## src/rtl/crc_pkg.sv

```systemverilog
package crc_pkg;

    localparam int CRC_W    = 24;
    localparam int NARROW_W = 16;
    localparam int DATA_W   = 16;

    localparam logic [CRC_W-1:0] POLY_NARROW = 24'h001021;
    localparam logic [CRC_W-1:0] POLY_WIDE   = 24'h5D6DCB;

    typedef struct packed {
        logic [CRC_W-1:0] crc;
        logic             wide;
        logic             armed;
        logic             err;
    } chan_state_t;

    function automatic logic [CRC_W-1:0] width_mask(input logic wide);
        return wide ? {CRC_W{1'b1}}
                    : {{(CRC_W-NARROW_W){1'b0}}, {NARROW_W{1'b1}}};
    endfunction

    // One word, MSB first, no reflection; fully unrolled by the loop.
    function automatic logic [CRC_W-1:0] advance(
        input logic [CRC_W-1:0]  c_in,
        input logic [DATA_W-1:0] word,
        input int                w,
        input logic [CRC_W-1:0]  poly
    );
        logic [CRC_W-1:0] c;
        logic [CRC_W-1:0] m;
        logic             fb;
        m = {CRC_W{1'b1}} >> (CRC_W - w);
        c = c_in & m;
        for (int i = DATA_W - 1; i >= 0; i--) begin
            fb = c[w-1] ^ word[i];
            c  = {c[CRC_W-2:0], 1'b0};
            if (fb) c = c ^ poly;
            c = c & m;
        end
        return c;
    endfunction

endpackage

```

## src/rtl/crc_step.sv

```systemverilog
module crc_step
    import crc_pkg::*;
#(
    parameter int               STEP_DATA_W = crc_pkg::DATA_W,
    parameter logic [CRC_W-1:0] P_NARROW    = crc_pkg::POLY_NARROW,
    parameter logic [CRC_W-1:0] P_WIDE      = crc_pkg::POLY_WIDE
) (
    input  logic [CRC_W-1:0]       crc_in,
    input  logic [STEP_DATA_W-1:0] word,
    input  logic                   wide,
    output logic [CRC_W-1:0]       crc_out
);

    localparam int N_VARIANTS = 2;

    logic [N_VARIANTS-1:0][CRC_W-1:0] variant_res;

    for (genvar v = 0; v < N_VARIANTS; v++) begin : g_variant
        localparam int               VW    = (v == 1) ? CRC_W : NARROW_W;
        localparam logic [CRC_W-1:0] VPOLY = (v == 1) ? P_WIDE : P_NARROW;
        always_comb begin
            variant_res[v] = advance(crc_in, word, VW, VPOLY);
        end
    end

    assign crc_out = variant_res[wide];

endmodule

```

## src/rtl/crc_channel.sv

```systemverilog
module crc_channel
    import crc_pkg::*;
(
    input  logic              clk,
    input  logic              rst_n,
    input  logic              init,
    input  logic [CRC_W-1:0]  seed,
    input  logic              wide_sel,
    input  logic              feed,
    input  logic [DATA_W-1:0] word,
    output logic [CRC_W-1:0]  crc,
    output logic              wide,
    output logic              mode_err
);

    chan_state_t      state_d, state_q;
    logic [CRC_W-1:0] stepped;

    crc_step u_step (
        .crc_in  (state_q.crc),
        .word    (word),
        .wide    (state_q.wide),
        .crc_out (stepped)
    );

    always_comb begin
        state_d = state_q;
        if (init) begin
            state_d.crc   = seed & width_mask(wide_sel);
            state_d.wide  = wide_sel;
            state_d.armed = 1'b1;
            state_d.err   = 1'b0;
        end else begin
            if (wide_sel != state_q.wide) begin
                if (state_q.armed && !feed) begin
                    state_d.wide = wide_sel;
                    state_d.crc  = state_q.crc & width_mask(1'b0);
                end else begin
                    state_d.err = 1'b1;
                end
            end
            if (feed) begin
                state_d.crc   = stepped;
                state_d.armed = 1'b0;
            end
        end
    end

    always_ff @(posedge clk or negedge rst_n) begin
        if (!rst_n) begin
            state_q.crc   <= '0;
            state_q.wide  <= 1'b0;
            state_q.armed <= 1'b1;
            state_q.err   <= 1'b0;
        end else begin
            state_q <= state_d;
        end
    end

    assign crc      = state_q.crc;
    assign wide     = state_q.wide;
    assign mode_err = state_q.err;

    p_seed_load_r2: assert property (@(posedge clk) disable iff (!rst_n)
        init |=> crc == $past(seed & width_mask(wide_sel)));

    p_narrow_upper_r3: assert property (@(posedge clk) disable iff (!rst_n)
        !wide |-> crc[CRC_W-1:NARROW_W] == '0);

    p_hold_r7: assert property (@(posedge clk) disable iff (!rst_n)
        (!init && !feed && wide_sel == wide) |=> $stable(crc));

    p_reject_r9: assert property (@(posedge clk) disable iff (!rst_n)
        (!init && !state_q.armed && wide_sel != wide) |=> mode_err && $stable(wide));

    p_sticky_r9: assert property (@(posedge clk) disable iff (!rst_n)
        (mode_err && !init) |=> mode_err);

    p_start_clears_r11: assert property (@(posedge clk) disable iff (!rst_n)
        init |=> !mode_err && state_q.armed);

endmodule

```

## src/rtl/crc_compare.sv

```systemverilog
module crc_compare
    import crc_pkg::*;
(
    input  logic             check,
    input  logic             wide,
    input  logic [CRC_W-1:0] crc,
    input  logic [CRC_W-1:0] expect_val,
    output logic             match
);

    always_comb begin
        match = check && (crc == (expect_val & width_mask(wide)));
    end

endmodule

```

## src/rtl/dual_crc_engine.sv

```systemverilog
module dual_crc_engine
    import crc_pkg::*;
#(
    parameter int CHANNELS = 2
) (
    input  logic                             clk,
    input  logic                             rst_n,
    input  logic [CHANNELS-1:0]              ch_init,
    input  logic [CHANNELS-1:0][CRC_W-1:0]   ch_seed,
    input  logic [CHANNELS-1:0]              ch_wide_sel,
    input  logic [CHANNELS-1:0]              ch_feed,
    input  logic [CHANNELS-1:0][DATA_W-1:0]  ch_word,
    input  logic [CHANNELS-1:0]              ch_check,
    input  logic [CHANNELS-1:0][CRC_W-1:0]   ch_expect,
    output logic [CHANNELS-1:0][CRC_W-1:0]   ch_crc,
    output logic [CHANNELS-1:0]              ch_wide,
    output logic [CHANNELS-1:0]              ch_match,
    output logic [CHANNELS-1:0]              ch_mode_err
);

    for (genvar c = 0; c < CHANNELS; c++) begin : g_ch
        crc_channel u_chan (
            .clk      (clk),
            .rst_n    (rst_n),
            .init     (ch_init[c]),
            .seed     (ch_seed[c]),
            .wide_sel (ch_wide_sel[c]),
            .feed     (ch_feed[c]),
            .word     (ch_word[c]),
            .crc      (ch_crc[c]),
            .wide     (ch_wide[c]),
            .mode_err (ch_mode_err[c])
        );

        crc_compare u_cmp (
            .check      (ch_check[c]),
            .wide       (ch_wide[c]),
            .crc        (ch_crc[c]),
            .expect_val (ch_expect[c]),
            .match      (ch_match[c])
        );

        p_match_gated_r10: assert property (@(posedge clk) disable iff (!rst_n)
            ch_match[c] |-> ch_check[c]);
    end

endmodule

```

## config.mk

```make
export PLATFORM = sky130hd
export DESIGN_NAME = dual_crc_engine
export DESIGN_NICKNAME = d
export VERILOG_FILES = /design/src/rtl/crc_pkg.sv /design/src/rtl/crc_step.sv /design/src/rtl/crc_channel.sv /design/src/rtl/crc_compare.sv /design/src/rtl/dual_crc_engine.sv
export SDC_FILE = /design/constraint.sdc
export NUM_CORES = 1
export LEC_CHECK = 0
export BUFFER_PORTS_ARGS = -buffer_cell sky130_fd_sc_hd__buf_2
export CAP_MARGIN = 20
export CORE_MARGIN = 2
export CORE_UTILIZATION = 30
export DETAILED_ROUTE_END_ITERATION = 6
export GPL_ROUTABILITY_DRIVEN = 0
export PLACE_DENSITY = 0.53
export SLEW_MARGIN = 20
export SYNTH_ARGS = -nofsm -noshare
export SYNTH_HDL_FRONTEND = slang
export SYNTH_SLANG_ARGS = --single-unit
```

## constraint.sdc

```tcl
create_clock -name clk -period 3.9 [get_ports clk]
set_clock_uncertainty 0.15 [all_clocks]
set_input_delay 1.17 -clock clk [delete_from_list [all_inputs] [get_ports clk]]
set_output_delay 1.17 -clock clk [all_outputs]
set_load 0.01 [all_outputs]
```

==> results of run 1 <==
## worst max path at each step
| stage | from | endpoint | slack (ns) | depth (start not counted) |
|---|---|---|---|---|
| 5_1_grt | ch_expect[24] | ch_match[1] | -0.38 | 8 |
| 6_report | ch_expect[28] | ch_match[1] | -0.27 | 8 |
| 3_3_place_gp | ch_expect[39] | ch_match[1] | -0.37 | 8 |
| 3_5_place_dp | ch_expect[35] | ch_match[1] | -0.39 | 8 |
| 2_1_floorplan | ch_expect[35] | ch_match[1] | 0.03 | 6 |
| 4_1_cts | ch_expect[28] | ch_match[1] | -0.36 | 8 |
## per-layer routing
layer / vias up / wire [um] / GRT usage
met3: 32 / 1800 / 0.0355
li1: 3138 / - / -
met4: 0 / 590 / 0.0551
met5: - / 0 / 0
met1: 3162 / 12600 / 0.291
met2: 237 / 12500 / 0.327
## Yosys cell counts (5+ instances only)
cell / number / area (um^2)
xnor2_1: 277 / 2430
xor2_1: 80 / 701
buf_4: 54 / 405
dfrtp_1: 52 / 1300
o21ai_0: 44 / 220
a22oi_1: 26 / 195
a21oi_1: 25 / 125
xnor3_1: 23 / 518
nor2_1: 22 / 82.6
nand2_1: 21 / 78.8
clkbuf_1: 20 / 75.1
inv_1: 18 / 67.6
xnor2_2: 14 / 228
buf_2: 7 / 35.0
nand3_1: 7 / 35.0
a211oi_1: 6 / 45.0
nor4_1: 6 / 37.5
o221ai_1: 6 / 52.6
a221oi_1: 5 / 43.8
and3_1: 5 / 31.3
nand4_1: 5 / 31.3
nor3b_1: 5 / 37.5
## area by class of cell
class | count | area share
clock buffer | 5 | 0.0129
tap | 324 | 0.0416
clock inverter | 3 | 0.00450
inverter | 18 | 0.00694
timing repair buffer | 330 | 0.210
sequential | 54 | 0.139
multi-input combinational | 639 | 0.585
## timing repair
item	CTS	global route
setup endpoints to repair	2	6
pin swaps	9	4
resized for setup	11	9
## flip-flops by register name (all words and copies together), names as in the netlist
name                  flops
g_ch.u_chan.crc          48
g_ch.u_chan.mode_err      2
g_ch.u_chan.state_q       2
g_ch.u_chan.wide          2
## kinds of logic after synthesis
kind of cell | count (synthesis) | share of synthesized area
XOR/XNOR | 405 | 0.550
AO/OA/AOI/OAI | 145 | 0.126
buffers and inverters | 102 | 0.0796
AND/OR/NAND/NOR | 81 | 0.0531
flip-flops | 54 | 0.180
multiplexers | 8 | 0.0113
## through the flow
| stage | utilization | hold WS (ns) | std cells | setup TNS (ns) | setup slack, ns |
|---|---|---|---|---|---|
| global placement | 0.386 | 0.370 | 1365 | -2.28 | -0.371 |
| CTS | 0.396 | 0.420 | 1373 | -0.468 | -0.355 |
| floorplan | - | 0.330 | 795 | 0 | 0.0347 |
| global route | 0.398 | 0.446 | 1373 | -0.466 | -0.376 |
| finish | 0.398 | 0.401 | 1373 | -0.316 | -0.269 |
| detailed placement | 0.386 | 0.408 | 1365 | -2.75 | -0.391 |
## worst reg2reg max path: stages (launching register included)
cell and delay [ns]:
dfrtp_1 0.41, buf_4 0.17, xnor2_1 0.21, buf_4 0.16
xnor3_1 0.35, buf_4 0.17, xor2_1 0.27, xnor2_1 0.19
xor3_2 0.53, xnor2_1 0.28, xnor2_2 0.18, o221ai_1 0.15
==> impl_metrics.yaml, run 1 <==
finish:
  seqCellArea_um2: 1350
  final_common_cell: "xnor2_1"
  drive_gt1_frac: 0.364
  final_cell_area_um2: 9740
  antenna_cells: 0
  area_growth_pct: 29.5
  final_cell_mix: "272 x xnor2_1, 186 x buf_2, 138 x buf_4"
  multi_input_area_um2: 5700
  num-fill-cells: 2471
  fin_nets: 1186
setup_path:
  worstPathMaxFanout: 1
  critPathCaptureType: "output port"
  crit_arrival_ns: 2.85
  cpLargestDelayFamily: "simple AND/OR/NAND/NOR gates"
  r2r-start: "g_ch[1].u_chan.crc[14]"
  crit_path_max_incr_delay_ns: 0.42
  r2r_slack_ns: 0.56
  r2r_cells: 11
  crit_path_cell_trace: "buf_6 -> xor2_1 -> nor4_2 -> nand4_1 -> buf_4 -> or4_4 -> a2111oi_4 -> buf_2"
  crit_buf_inv: 3
  worst_path_max_delay_cell: "or4_4"
  r2r-end: "g_ch[1].u_chan.crc[11]"
  cp_data_required_time_ns: 2.58
  worstSetupPathType: "in2out"
  start_kind: "input port"
synth:
  ys_async_sr_fraction: 1.00
  yosys_warnings: 0
  avgSynthCellArea_um2: 9.45
  mappedNetlistNets: 933
  synth_edf_count: 0
  syn-cell-area_um2: 7520
  netlist_instances: 795
  seq_area_frac_synth: 0.180
  ys_types: 55
  ys_ff_latch: 54
  synthFlopType: "dfrtp_1"
min_path:
  holdPathStages: 2
  hold_end: "g_ch[0].u_chan.mode_err"
  worstHoldPathType: "reg2reg"
  worstHoldStart: "g_ch[0].u_chan.mode_err"
floorplan:
  rows: 57
  dieHeight_um: 162
  die_area_um2: 26300
  initial_core_util: 0.307
  fp.dieW_um: 162
  core_um2: 24500
  pin_count: 192
global_routing:
  grt_start_max_net_pins: 55
  grt_antenna_before_repair: 0
  grt_pass1_vias: 6700
  grt_pass1_wl_um: 40600
  overflow: 0
  grtUsageTotal: 0.207
placed_design:
  placed_area_um2: 9430
  numPortBuffers: 191
  dp_hpwl_um: 23000
clock_network:
  cts_setup_buffers: 0
  cts_htree_levels: 2
  clockBufferDepth: 2
  cts_hold_repair.buffers: 0
  clk_latency_ns: 0.31
  cts_tree: "done"
  cts_buffers: 5
  clock-sinks: 54
  clk_pin_slew_ns: 0.08
  cts_root_buf: "clkbuf_16"
timing:
  rsz0062_at_grt: "yes"
  finalSetupViolations: 2
  report.final.slew_viol_count: 0
  hold_violations: 0
  max_slew.worst_pin.slew_ns: 0.769
  fin_ws_ns: -0.269
  slew_headroom: 0.487
  finalCritPeriodShare: 1.07
  fin_crit_ns: 4.17
  fmax_mhz: 240
routing:
  post_drt_wl_per_cell_um: 20.0
  vias: 6569
  wl_um: 27500
  ant_nets: 0
  post_drt_via_cell_ratio: 4.78
  drc: 0
  dr.pass1.iters: 7
  first_iter_violations: 537
run:
  maxCapViolCount: 0
run_status:
  violations: "negative setup slack"
  outcome: "finished, violations left"
Power of run 1 is left out: the tool's default activity adds up to more than one toggle a clock period on the data nets, which glitch-free logic cannot reach.
==> run 2, diff against run 1 <==
--- a/config.mk
+++ b/config.mk
@@ -9,6 +9,7 @@
 export CAP_MARGIN = 20
 export CORE_MARGIN = 2
 export CORE_UTILIZATION = 30
+export CTS_BUF_LIST = sky130_fd_sc_hd__clkbuf_8
 export DETAILED_ROUTE_END_ITERATION = 6
 export GPL_ROUTABILITY_DRIVEN = 0
 export PLACE_DENSITY = 0.53
==> impl_metrics.yaml, run 2 (same netlist as run 1, synthesis figures left out) <==
setup_path:
  worst_path_max_delay_cell: "or4_4"
  crit_buf_inv: 4
  crit_cells: 9
  r2r-start: "g_ch[1].u_chan.crc[14]"
  cp_data_required_time_ns: 2.58
  r2r-end: "g_ch[1].u_chan.crc[11]"
  worstSetupPathType: "in2out"
  critPathCaptureType: "output port"
  critical_path.endpoint: "ch_match[1]"
  crit_arrival_ns: 2.85
  crit_path_cell_trace: "buf_2 -> inv_1 -> o221ai_1 -> o31ai_1 -> nand4_1 -> buf_4 -> or4_4 -> a2111oi_4 -> buf_2"
  cpMostUsedCell: "buf_2"
  start_kind: "input port"
  r2r_slack_ns: 0.51
  cpLargestDelayFamily: "simple AND/OR/NAND/NOR gates"
  worstPathMaxFanout: 2
  crit_path_max_incr_delay_ns: 0.42
  r2r_cells: 11
  startpoint: "ch_expect[42]"
finish:
  final_cell_mix: "273 x xnor2_1, 186 x buf_2, 138 x buf_4"
  final_cell_area_um2: 9670
  fin_nets: 1186
  final_common_cell: "xnor2_1"
  drive_gt1_frac: 0.363
  antenna_cells: 0
  num-fill-cells: 2478
  regMostFlops: "g_ch.u_chan.crc"
  largest_reg_flops: 48
  final_cells: 1373
  area_growth_pct: 28.7
timing:
  slew_headroom: 0.470
  finalSetupViolations: 2
  fin_crit_ns: 4.17
  finalCritPeriodShare: 1.07
  fin_ws_ns: -0.270
  finalSetupTns_ns: -0.302
  fmax_mhz: 240
  rsz0062_at_grt: "yes"
  hold_violations: 0
  report.final.slew_viol_count: 0
  max_slew.worst_pin.slew_ns: 0.795
floorplan:
  core_um2: 24500
  dieHeight_um: 162
  rows: 57
  initial_core_util: 0.307
  pin_count: 192
  die_area_um2: 26300
  fp.dieW_um: 162
routing:
  post_drt_via_cell_ratio: 4.78
  first_iter_violations: 557
  ant_nets: 0
  dr.pass1.iters: 5
  vias: 6567
  post_drt_wl_per_cell_um: 19.9
  drc: 0
  wl_um: 27300
global_routing:
  grtUsageTotal: 0.207
  grt_pass1_wl_um: 40500
  grt_antenna_before_repair: 0
  grt_pass1_vias: 6691
  grt_start_max_net_pins: 55
  overflow: 0
clock_network:
  cts_root_buf: "clkbuf_8"
  clockBufferDepth: 2
  cts_hold_repair.buffers: 0
  cts_buffers: 5
  clock-sinks: 54
  clk_latency_ns: 0.34
  cts_tree: "done"
  cts_htree_levels: 2
  clk_pin_slew_ns: 0.11
placed_design:
  placed_area_um2: 9430
  placed_cells: 1365
  numPortBuffers: 191
  dp_hpwl_um: 23000
min_path:
  worstHoldPathType: "reg2reg"
run:
  maxCapViolCount: 0
run_status:
  violations: "negative setup slack"
  outcome: "finished, violations left"
[run 2: cell types whose count changed in the layout (fill, tap and decap cells not counted)]
cell	delta
clkbuf_16	-5
clkbuf_8	+5
xnor2_1	+1
xnor2_2	-1
[run 2: worst min path at each step]
stage	slack, ns	endpoint	cells after the start	from
5_1_grt	0.45	g_ch[0].u_chan.state_q[1]	1	g_ch[0].u_chan.state_q[1]
3_3_place_gp	0.37	g_ch[0].u_chan.mode_err	2	g_ch[0].u_chan.mode_err
6_report	0.40	g_ch[0].u_chan.mode_err	2	g_ch[0].u_chan.mode_err
4_1_cts	0.42	g_ch[0].u_chan.mode_err	2	g_ch[0].u_chan.mode_err
2_1_floorplan	0.33	g_ch[1].u_chan.mode_err	1	g_ch[1].u_chan.mode_err
3_5_place_dp	0.41	g_ch[0].u_chan.mode_err	2	g_ch[0].u_chan.mode_err
[run 2: per-layer routing]
layer  vias up  global-route usage  share of wire
li1       3139                   -              -
met1      3155               0.291           0.46
met2       239               0.325           0.45
met3        34              0.0358          0.067
met4         0              0.0591          0.024
met5         -                   0              0
[run 2: worst register-to-register path, stage by stage, from the launching register on]
cell      delay, ns
dfrtp_1        0.42
buf_4          0.17
xnor2_1        0.21
buf_4          0.16
xnor3_1        0.35
buf_4          0.17
xor2_1         0.27
xnor2_1        0.19
xor3_2         0.53
xnor2_1        0.17
xnor2_1        0.30
o221ai_1       0.17
[run 2: area by class of cell]
type	count	area [um^2]	share of cell area
multi-input combinational	639	5690	0.588
timing repair buffer	330	2040	0.211
sequential	54	1350	0.140
tap	324	405	0.0419
clock buffer	5	68.8	0.00711
inverter	18	67.6	0.00698
clock inverter	3	43.8	0.00453
[run 2: stage by stage]
stage / setup slack, ns / utilization / hold slack [ns]
floorplan: 0.0347 / - / 0.330
global placement: -0.371 / 0.386 / 0.370
detailed placement: -0.391 / 0.386 / 0.408
CTS: -0.355 / 0.393 / 0.425
global route: -0.380 / 0.395 / 0.452
finish: -0.270 / 0.395 / 0.404
[run 2: timing repair]
action	CTS	global route
resized for setup	11	8
setup endpoints to repair	2	3
setup buffers	0	0
hold endpoints to repair	0	0
pin swaps	9	4
Power of run 2 is left out for the same reason.
==> run 3, diff against run 2 <==
--- a/config.mk
+++ b/config.mk
@@ -12,7 +12,7 @@
 export CTS_BUF_LIST = sky130_fd_sc_hd__clkbuf_8
 export DETAILED_ROUTE_END_ITERATION = 6
 export GPL_ROUTABILITY_DRIVEN = 0
-export PLACE_DENSITY = 0.53
+export PLACE_DENSITY_LB_ADDON = 0.08
 export SLEW_MARGIN = 20
 export SYNTH_ARGS = -nofsm -noshare
 export SYNTH_HDL_FRONTEND = slang
==> impl_metrics.yaml, run 3 (same netlist as run 1, synthesis figures left out) <==
clock_network:
  clk_latency_ns: 0.36
  clockBufferDepth: 2
  clk_pin_slew_ns: 0.12
  cts_hold_repair.buffers: 0
  cts_htree_levels: 2
  cts_root_buf: "clkbuf_8"
  cts_buffers: 5
  cts_setup_buffers: 0
  clock-sinks: 54
  cts_tree: "done"
timing:
  finalSetupViolations: 2
  report.final.slew_viol_count: 0
  hold_violations: 0
  fmax_mhz: 229
  finalCritPeriodShare: 1.12
  fin_ws_ns: -0.468
  rsz0062_at_grt: "yes"
  max_slew.worst_pin.slew_ns: 0.677
  fin_crit_ns: 4.37
  slew_headroom: 0.547
floorplan:
  dieHeight_um: 162
  pin_count: 192
  rows: 57
  fp.dieW_um: 162
  initial_core_util: 0.307
  die_area_um2: 26300
  core_um2: 24500
setup_path:
  start_kind: "input port"
  worstPathMaxFanout: 1
  critPathCaptureType: "output port"
  worstSetupPathType: "in2out"
  crit_arrival_ns: 3.05
  cp_data_required_time_ns: 2.58
finish:
  final_cell_mix: "273 x xnor2_1, 190 x buf_2, 175 x buf_4"
  fin_nets: 1223
  final_cell_area_um2: 9900
  final_common_cell: "xnor2_1"
  drive_gt1_frac: 0.382
  antenna_cells: 0
  area_growth_pct: 31.7
  regMostFlops: "g_ch.u_chan.crc"
  largest_reg_flops: 48
placed_design:
  placed_area_um2: 9700
  dp_hpwl_um: 24900
  numPortBuffers: 191
global_routing:
  grtUsageTotal: 0.220
  grt_antenna_before_repair: 0
  grt_pass1_wl_um: 42000
  grt_start_max_net_pins: 32
  overflow: 0
  grt_pass1_vias: 6730
routing:
  vias: 6492
  drc: 0
  wl_um: 29200
  ant_nets: 0
  post_drt_wl_per_cell_um: 20.7
  post_drt_via_cell_ratio: 4.60
  dr.pass1.iters: 5
  first_iter_violations: 327
min_path:
  worstHoldPathType: "reg2reg"
run_status:
  outcome: "finished, violations left"
  violations: "negative setup slack"
run:
  maxCapViolCount: 0
-- run 3: changes by cell type in the layout (fill, tap and decap cells not counted) --
cell      previous run  this run
buf_4              138       175
buf_2              186       190
buf_6                5         1
nor4_1               2         4
nor4_2               4         2
buf_12               1         0
buf_8                0         1
clkinv_2             1         0
inv_6                1         2
nand3_1              6         7
nand3_4              1         0
-- run 3: what timing repair did --
item                       CTS  global route
gates resized for setup      7             6
pin swaps                    2             1
setup endpoints to repair    2             2
-- run 3: layout make-up --
| class | instances | area (um^2) |
|---|---|---|
| fill | 2542 | 14600 |
| multi-input combinational | 639 | 5670 |
| timing repair buffer | 367 | 2290 |
| sequential | 54 | 1350 |
| tap | 324 | 405 |
| clock buffer | 5 | 68.8 |
| inverter | 18 | 67.6 |
| clock inverter | 3 | 47.5 |
-- run 3: final timing paths --
check | startpoint | end | cells after the start | slack (ns)
worst max-delay path | ch_expect[24] | ch_match[1] | 9 | -0.47
worst min register to register | g_ch[0].u_chan.mode_err | g_ch[0].u_chan.mode_err | 2 | 0.38
min in group asynchronous | rst_n | g_ch[0].u_chan.crc[12] | 1 | 0.68
worst min-delay path | g_ch[0].u_chan.mode_err | g_ch[0].u_chan.mode_err | 2 | 0.38
max in group asynchronous | rst_n | g_ch[1].u_chan.state_q[1] | 2 | 2.09
worst max register to register | g_ch[0].u_chan.crc[22] | g_ch[0].u_chan.crc[10] | 9 | 0.58
-- run 3: critical path: stages --
cell,delay (ns)
buf_8,0.10
xor2_2,0.14
nor4_2,0.32
buf_4,0.16
nand4_1,0.10
buf_6,0.16
or4_4,0.53
a2111oi_4,0.18
buf_2,0.18
-- run 3: per-stage QoR --
stage / setup WS (ns) / hold WS, ns / std cells / TNS, ns / utilization
6_report: -0.468 / 0.384 / 1410 / -0.516 / 0.405
5_1_grt: -0.551 / 0.419 / 1410 / -0.746 / 0.405
4_1_cts: -0.495 / 0.387 / 1410 / -0.571 / 0.403
3_5_place_dp: -0.654 / 0.369 / 1402 / -3.55 / 0.396
3_3_place_gp: -0.667 / 0.376 / 1402 / -3.78 / 0.396
2_1_floorplan: 0.0347 / 0.330 / 795 / 0 / -
-- run 3: layer usage --
metal	vias up	global-route usage	wire [um]
met5	-	0	0
met4	0	0.0716	894
met3	35	0.0253	1120
met2	182	0.403	15000
met1	3070	0.268	12200
li1	3205	-	-
Power of run 3 is left out for the same reason.
